--- src/rtl/tfs_pkg.sv ---
package tfs_pkg;
    typedef enum logic [1:0] {
        ST_IDLE,
        ST_HUNT,
        ST_SEND
    } tfs_state_e;

    function automatic logic [7:0] flip8(input logic [7:0] b);
        logic [7:0] r;
        for (int i = 0; i < 8; i++) r[i] = b[7-i];
        return r;
    endfunction
endpackage

--- src/rtl/tfs_fetch.sv ---
module tfs_fetch #(
    parameter int ADDR_W = 8,
    parameter int LEN_W  = 8
) (
    input  logic              clk,
    input  logic              rst_n,
    input  logic              start,
    input  logic [ADDR_W-1:0] start_addr,
    input  logic [LEN_W-1:0]  start_len,
    output logic              rd_en,
    output logic [ADDR_W-2:0] rd_waddr,
    input  logic [15:0]       rd_data,
    output logic              byte_valid,
    output logic [7:0]        byte_data,
    input  logic              byte_pop,
    output logic              empty
);
    localparam int WA_W = ADDR_W - 1;

    typedef struct packed {
        logic [WA_W-1:0]  waddr;
        logic             skip;
        logic [LEN_W-1:0] rem;
        logic [15:0]      word;
        logic [1:0]       vmask;
        logic             pend;
    } fetch_t;

    fetch_t st_d, st_q;

    always_comb begin
        st_d  = st_q;
        rd_en = 1'b0;
        if (start) begin
            st_d.waddr = start_addr[ADDR_W-1:1];
            st_d.skip  = start_addr[0];
            st_d.rem   = start_len;
            st_d.vmask = 2'b00;
            st_d.pend  = 1'b0;
        end else begin
            if (byte_pop) begin
                if (st_q.vmask[1]) st_d.vmask[1] = 1'b0;
                else               st_d.vmask[0] = 1'b0;
            end
            if (st_q.pend) begin
                st_d.word = rd_data;
                st_d.pend = 1'b0;
                st_d.skip = 1'b0;
                if (st_q.skip) begin
                    st_d.vmask = 2'b01;
                    st_d.rem   = st_q.rem - LEN_W'(1);
                end else if (st_q.rem == LEN_W'(1)) begin
                    st_d.vmask = 2'b10;
                    st_d.rem   = '0;
                end else begin
                    st_d.vmask = 2'b11;
                    st_d.rem   = st_q.rem - LEN_W'(2);
                end
            end else if (st_q.vmask == 2'b00 && st_q.rem != '0) begin
                rd_en      = 1'b1;
                st_d.pend  = 1'b1;
                st_d.waddr = st_q.waddr + WA_W'(1);
            end
        end
    end

    always_ff @(posedge clk) begin
        if (!rst_n) st_q <= '0;
        else        st_q <= st_d;
    end

    assign rd_waddr   = st_q.waddr;
    assign byte_valid = |st_q.vmask;
    assign byte_data  = st_q.vmask[1] ? st_q.word[15:8] : st_q.word[7:0];
    assign empty      = (st_q.rem == '0) && (st_q.vmask == 2'b00) && !st_q.pend;
endmodule

--- src/rtl/tfs_shift.sv ---
module tfs_shift
    import tfs_pkg::*;
(
    input  logic       clk,
    input  logic       rst_n,
    input  logic       bit_en,
    input  logic       active,
    input  logic       rev,
    input  logic       byte_valid,
    input  logic [7:0] byte_data,
    input  logic       fetch_empty,
    output logic       byte_pop,
    output logic       done,
    output logic       txd
);
    typedef struct packed {
        logic [7:0] sh;
        logic [2:0] cnt;
        logic       txd;
    } shift_t;

    shift_t st_d, st_q;
    logic [7:0] ordered;

    always_comb begin
        st_d     = st_q;
        byte_pop = 1'b0;
        done     = 1'b0;
        ordered  = rev ? flip8(byte_data) : byte_data;
        if (bit_en) begin
            if (!active) begin
                st_d.txd = 1'b1;
            end else if (st_q.cnt != 3'd0) begin
                st_d.txd = st_q.sh[7];
                st_d.sh  = {st_q.sh[6:0], 1'b0};
                st_d.cnt = st_q.cnt - 3'd1;
            end else if (byte_valid) begin
                byte_pop = 1'b1;
                st_d.txd = ordered[7];
                st_d.sh  = {ordered[6:0], 1'b0};
                st_d.cnt = 3'd7;
            end else begin
                st_d.txd = 1'b1;
                done     = fetch_empty;
            end
        end
    end

    always_ff @(posedge clk) begin
        if (!rst_n) st_q <= '{sh: 8'h00, cnt: 3'd0, txd: 1'b1};
        else        st_q <= st_d;
    end

    assign txd = st_q.txd;
endmodule

--- src/rtl/tfs_top.sv ---
module tfs_top
    import tfs_pkg::*;
#(
    parameter int ADDR_W = 8,
    parameter int LEN_W  = 8
) (
    input  logic              clk,
    input  logic              rst_n,
    input  logic              desc_valid,
    output logic              desc_ready,
    input  logic [ADDR_W-1:0] desc_addr,
    input  logic [LEN_W-1:0]  desc_len,
    input  logic              desc_last,
    input  logic              desc_irq,
    input  logic              sync_strobe,
    input  logic              bit_en,
    input  logic              rev_bits,
    output logic              mem_rd_en,
    output logic [ADDR_W-2:0] mem_rd_waddr,
    input  logic [15:0]       mem_rd_data,
    output logic              txd,
    output logic              rts,
    input  logic              evt_clear,
    input  logic              evt_mask,
    output logic              tx_event,
    output logic              tx_irq
);
    typedef struct packed {
        tfs_state_e state;
        logic       rts;
        logic       evt;
        logic       last;
        logic       irq;
    } ctl_t;

    ctl_t st_d, st_q;

    logic       fetch_start;
    logic       byte_valid;
    logic [7:0] byte_data;
    logic       byte_pop;
    logic       fetch_empty;
    logic       buf_done;
    logic       set_evt;

    always_comb begin
        st_d        = st_q;
        set_evt     = 1'b0;
        desc_ready  = (st_q.state == ST_IDLE);
        fetch_start = desc_valid && desc_ready;
        case (st_q.state)
            ST_IDLE: if (fetch_start) begin
                st_d.state = ST_HUNT;
                st_d.last  = desc_last;
                st_d.irq   = desc_irq;
            end
            ST_HUNT: if (sync_strobe) begin
                st_d.state = ST_SEND;
                st_d.rts   = 1'b1;
            end
            ST_SEND: if (buf_done) begin
                st_d.state = ST_IDLE;
                if (st_q.last) st_d.rts = 1'b0;
                set_evt = st_q.irq;
            end
            default: st_d.state = ST_IDLE;
        endcase
        if (evt_clear) st_d.evt = 1'b0;
        if (set_evt)   st_d.evt = 1'b1;
    end

    always_ff @(posedge clk) begin
        if (!rst_n) st_q <= '{state: ST_IDLE, rts: 1'b0, evt: 1'b0, last: 1'b0, irq: 1'b0};
        else        st_q <= st_d;
    end

    tfs_fetch #(.ADDR_W(ADDR_W), .LEN_W(LEN_W)) u_fetch (
        .clk        (clk),
        .rst_n      (rst_n),
        .start      (fetch_start),
        .start_addr (desc_addr),
        .start_len  (desc_len),
        .rd_en      (mem_rd_en),
        .rd_waddr   (mem_rd_waddr),
        .rd_data    (mem_rd_data),
        .byte_valid (byte_valid),
        .byte_data  (byte_data),
        .byte_pop   (byte_pop),
        .empty      (fetch_empty)
    );

    tfs_shift u_shift (
        .clk         (clk),
        .rst_n       (rst_n),
        .bit_en      (bit_en),
        .active      (st_q.state == ST_SEND),
        .rev         (rev_bits),
        .byte_valid  (byte_valid),
        .byte_data   (byte_data),
        .fetch_empty (fetch_empty),
        .byte_pop    (byte_pop),
        .done        (buf_done),
        .txd         (txd)
    );

    assign rts      = st_q.rts;
    assign tx_event = st_q.evt;
    assign tx_irq   = st_q.evt & evt_mask;
endmodule

--- config.mk ---
export PLATFORM = sky130hd
export DESIGN_NAME = tfs_top
export DESIGN_NICKNAME = d
export VERILOG_FILES = /design/src/rtl/tfs_pkg.sv /design/src/rtl/tfs_fetch.sv /design/src/rtl/tfs_shift.sv /design/src/rtl/tfs_top.sv
export SDC_FILE = /design/constraint.sdc
export NUM_CORES = 1
export LEC_CHECK = 0
export BUFFER_PORTS_ARGS = -buffer_cell sky130_fd_sc_hd__clkbuf_2
export CAP_MARGIN = 20
export CELL_PAD_IN_SITES_DETAIL_PLACEMENT = 1
export CELL_PAD_IN_SITES_GLOBAL_PLACEMENT = 1
export CORE_MARGIN = 2
export CORE_UTILIZATION = 37
export DETAILED_ROUTE_END_ITERATION = 8
export PLACE_DENSITY = 0.71
export SYNTH_ARGS = -nofsm -noshare
export SYNTH_HDL_FRONTEND = slang
export SYNTH_SLANG_ARGS = --single-unit
--- constraint.sdc ---
create_clock -name clk -period 4.19 [get_ports clk]
set_clock_uncertainty 0.05 [all_clocks]
set_input_delay 0.6285 -clock clk [delete_from_list [all_inputs] [get_ports clk]]
set_output_delay 0.6285 -clock clk [all_outputs]
set_load 0.01 [all_outputs]
# Word-level counts from Yosys, hierarchy flattened
# Index checks and enable logic that the tools add are counted.
[totals]
regBits = 53
word_cells = 93
in_bits = 42
output_inout_bits = 13
[op_classes]
eq_ne = 9
n_reduce_logical = 25
muxes = 37
n_addsub = 4
bitwise = 3
[ops]
columns = ["op", "count"]
rows = [
  ["8-bit 2-to-1 mux", 4],
  ["27-bit 2-to-1 mux", 1],
  ["1-bit 2-to-1 mux", 20],
  ["16-bit 2-to-1 mux", 1],
  ["7-bit 2-to-1 mux", 2],
  ["12-bit 2-to-1 mux", 1],
  ["2-bit nonzero test", 6],
  ["11-bit 2-to-1 mux", 1],
  ["2-bit inequality test (second input constant)", 5],
  ["8-bit by 1-bit equality test with 1-bit output (second input constant)", 1],
  ["8-bit zero test", 1],
  ["2-bit AND reduction", 4],
  ["8-bit nonzero test", 1],
  ["8-bit by 1-bit subtractor with 8-bit output (second input constant)", 1],
  ["8-bit by 2-bit subtractor with 8-bit output (second input constant)", 1],
  ["7-bit by 1-bit adder with 7-bit output (second input constant)", 1],
  ["2-bit 2-to-1 mux", 3],
  ["3-bit 2-to-1 mux", 2],
  ["2-bit one-hot mux with 3 select lines", 1],
  ["3-bit AND reduction", 2],
  ["1-bit logical AND", 4],
  ["2-bit zero test", 2],
  ["4-bit AND reduction", 1],
  ["2-bit OR reduction", 2],
  ["other kinds (9)", 10],
]

# Depth between registers and ports, before layout
[depth]
depth_word = 10
mapped_depth = 8
mapped_depth_nobuf = 6

# Hierarchy
# From an unflattened synthesis, not the netlist that was laid out.
[unflattened]
cells_unflattened = 339
hier_area_um2 = 2877.8
[by_module_without_submodules]
columns = ["module", "cells_per_inst", "instances", "seq_area_each_um2", "area_per_inst_um2"]
rows = [
  ["tfs_fetch", 233, 1, 700.7, 1950.6],
  ["tfs_shift", 78, 1, 220.2, 651.9],
  ["tfs_top", 28, 1, 120.1, 275.3],
]

# Worst setup path before layout
# No wires, ideal clock.
[synth_timing]
path_type = "input -> output"
startpoint = "input port desc_valid"
endpoint = "output port mem_rd_en"
t_arrival_ns = 1.306
required_time_ns = 3.512
stages = 3
setup_slack_ns = 2.206
path_buffers = 1
cell_sequence = "nor3b_2 buf_2 nor2_1"
[synth_via]
elab_chain_len = 2
[synth_rtl]
columns = ["element", "line_no", "text"]
rows = [
  ["start: declaration", "tfs_top.sv:9", "input logic desc_valid,"],
  ["1-bit logical AND", "tfs_top.sv:50", "fetch_start = desc_valid && desc_ready;"],
  ["1-bit 2-to-1 mux", "tfs_fetch.sv:34", "if (start) begin"],
  ["end: declaration", "tfs_top.sv:18", "output logic mem_rd_en,"],
]
# No other way between the ends.

# Worst setup path after layout
[layout_timing]
startpoint = "register u_fetch.st_q[2] (netlist bit)"
endpoint = "output port mem_rd_en"
[layout_via]
elab_chain_len = 5
[layout_rtl]
columns = ["element", "line_no", "text"]
rows = [
  ["start: declaration", "tfs_fetch.sv:29", "fetch_t st_d, st_q;"],
  ["start signal: assignment", "tfs_fetch.sv:69", "else st_q <= st_d;"],
  ["2-bit zero test", "tfs_fetch.sv:59", "end else if (st_q.vmask == 2'b00 && st_q.rem != '0) begin"],
  ["1-bit logical AND", "tfs_fetch.sv:59", ""],
  ["1-bit 2-to-1 mux", "tfs_fetch.sv:59", ""],
  ["1-bit 2-to-1 mux", "-", ""],
  ["1-bit 2-to-1 mux", "tfs_fetch.sv:34", ""],
]
# No other way between the ends.

==> flow_summary.toml <==
[setup_path]
r2r_start = "u_fetch.st_q[0]"
startpoint = "u_fetch.st_q[2]"
arrival_ns = 1.73
crit_type = "register to output pin"
crit_required_ns = 3.51
cp_cell_sequence = "or3_4 > a31o_4 > nor2_1 > clkbuf_2"
slowest_stage = "dfxtp_1"
cp-end-kind = "output pin"
cpPeakStageDelay_ns = 0.48
rrSetupSlack_ns = 2.02
crit_path_start_kind = "register"
crit_fanout = 13

[yosys]
synth_area_leaders = "dfxtp_1, nand2_1, a21oi_1, mux4_2, ha_1"
ys_seq_elements = 52
synth_nets = 377
synth_cell_types = 56
synth_top_area_share_pct = 37.97
synth_top_cell_by_area = "dfxtp_1"
synth-main-ff-cell = "dfxtp_1"
syn_avg_cell_area_sq_um = 8.383
synth_edf_count = 0
synth.yosys.seq_area_share_pct = 37.97
ys_async_sr_fraction_pct = 0
synthCells = 327
syn_area_sq_mm = 0.002741
ys_warn_count = 0

[run_status]
outcome = "finished clean"

[layout]
register_area_sq_mm = 0.001041
multi_input_area_sq_mm = 0.001524
nets = 412
n_fill_cell = 912
num_antenna_cells = 0
drive_gt1_share_pct = 21.49
area_delta_synth_final_pct = 12.78
final_cell_mix = "nand2_1, clkbuf_2, dfxtp_1, a21oi_1, nor2_1"
final_core_util_pct = 42.85
layout_commonest_cell = "nand2_1"

[grt]
antenna_found_initial = 0
grt_overflow = 0
grt_usage_pct = 16.98
first_global_vias = 2442
grt_max_degree = 31
grt_pass1_wl_mm = 11.60

[timing]
min_period_ns = 2.407
setup_viol = 0
hold_slack_ns = 0.4010
final_max_slew_viol_count = 0
worst_pin_slew_ns = 0.9748
fin_crit_sh_pct = 57.46
setup_ws_ns = 1.783
max_slew_margin_pct = 34.94
max_freq_mhz = 415.4
rsz0062_at_grt = "false"
setup-tns-final_ns = 0
final-hold-violation-count = 0

[clock_network]
clock-sinks = 52
cts.root.buffer_cell = "clkbuf_8"
clk_pin_slew_ns = 0.10
postCtsSetupRepairBufs = 0
postCtsHoldBufs = 0
htreeDepth = 2
clock_latency_ns = 0.31
cts_tree = "done"
cts_buffer_depth = 2
numCtsBuffers = 5
post_cts_resize_count = 0

[min_path]
worst_hold_path_type = "register to register"
hold_path_startpoint = "st_q[1]"

[floorplanning]
initial_core_util_pct = 38.00
row_count = 31
io_pins = 55
die_h_um = 90.08
die_x_um = 90.08
core_sq_mm = 0.007214
die_area_sq_mm = 0.008114

[placement]
dp_hpwl_mm = 4.921
io_buffers = 54
dp_slack_ns = 1.685
routabilityCongestion = 0.7672

[detailed_routing]
ant_nets = 0
route.vias.total = 2456
viasPerCell = 5.316
drt_first_iter_violations = 87
drc = 0
routed_wl_mm = 6.700
first_pass_iters = 4
wl_per_cell_um = 14.50

[pwr]
power_leakage_nw = 1.183
power_density_mw_per_mm2 = 391.7
ir_drop_uv = 159.5

[flow_run]
maxCapViolCount = 0
==> critical path, delay by kind of cell (launching register included) <==
kind	cells	cell delay, ns
AND/OR/NAND/NOR	2	0.56
flip-flops	1	0.48
AO/OA/AOI/OAI	1	0.25
buffers and inverters	1	0.13
==> Yosys cell counts (5+ instances only) <==
library cell	n
nand2_1	59
dfxtp_1	52
a21oi_1	28
nor2_1	16
o21ai_1	14
a31oi_1	12
nand3_1	11
buf_2	9
clkbuf_1	9
o21ai_0	9
buf_4	8
ha_1	8
inv_1	7
mux4_2	6
nor3_1	5
==> through the flow <==
stage / area, sq um / total power, mW / instances
after floorplan: 2741 / 0.8479 / 327
after global placement: 3004 / 0.9262 / 454
after detailed placement: 3004 / 0.9360 / 454
after CTS: 3092 / 1.229 / 462
after global routing: 3092 / 1.292 / 462
final: 3092 / 1.211 / 462
==> logic make-up after synthesis <==
logic type	share of synthesized area (%)
fa+ha+maj	3.651
flops	37.97
simple gates	23.50
xor+xnor	0.9586
buf+inv	6.435
mux	6.983
compound gates	20.49
==> worst paths after layout <==
| path | endpoint | cells past startpoint |
|---|---|---|
| setup / recovery | mem_rd_en | 4 |
| hold / removal | rts | 1 |
| hold reg to reg | rts | 1 |
| setup reg to reg | u_fetch.st_q[23] | 5 |
==> state kept, by name (all words and copies together), names as in the netlist <==
signal            flops
tx_event              1
u_fetch.st_q         28
st_q                  4
u_shift.st_q         10
rts                   1
u_shift.txd           1
u_fetch.rd_waddr      7
==> per-layer routing <==
layer / up-vias / wire length (um) / GRT usage [%]
met4: 0 / 80 / 4.231
met1: 1168 / 3343 / 23.59
met2: 42 / 3073 / 27.69
met3: 5 / 202 / 2.598
li1: 1241 / - / -
met5: - / 0 / 0
==> cell type report <==
type | instances | area share, %
Clock inverter | 3 | 0.6070
Clock buffer | 5 | 2.226
Multi-Input combinational cell | 239 | 49.29
Sequential cell | 52 | 33.67
Tap cell | 99 | 4.006
Inverter | 8 | 0.9713
Timing Repair Buffer | 56 | 9.227
==> power by group <==
| group | switching [mW] | total, mW | leakage, nW | internal (mW) |
|---|---|---|---|---|
| clock | 0.174 | 0.291 | 0.0479 | 0.117 |
| combinational | 0.182 | 0.322 | 0.711 | 0.140 |
| sequential | 0.0587 | 0.598 | 0.425 | 0.540 |
Power figures use the tool's default switching activity.
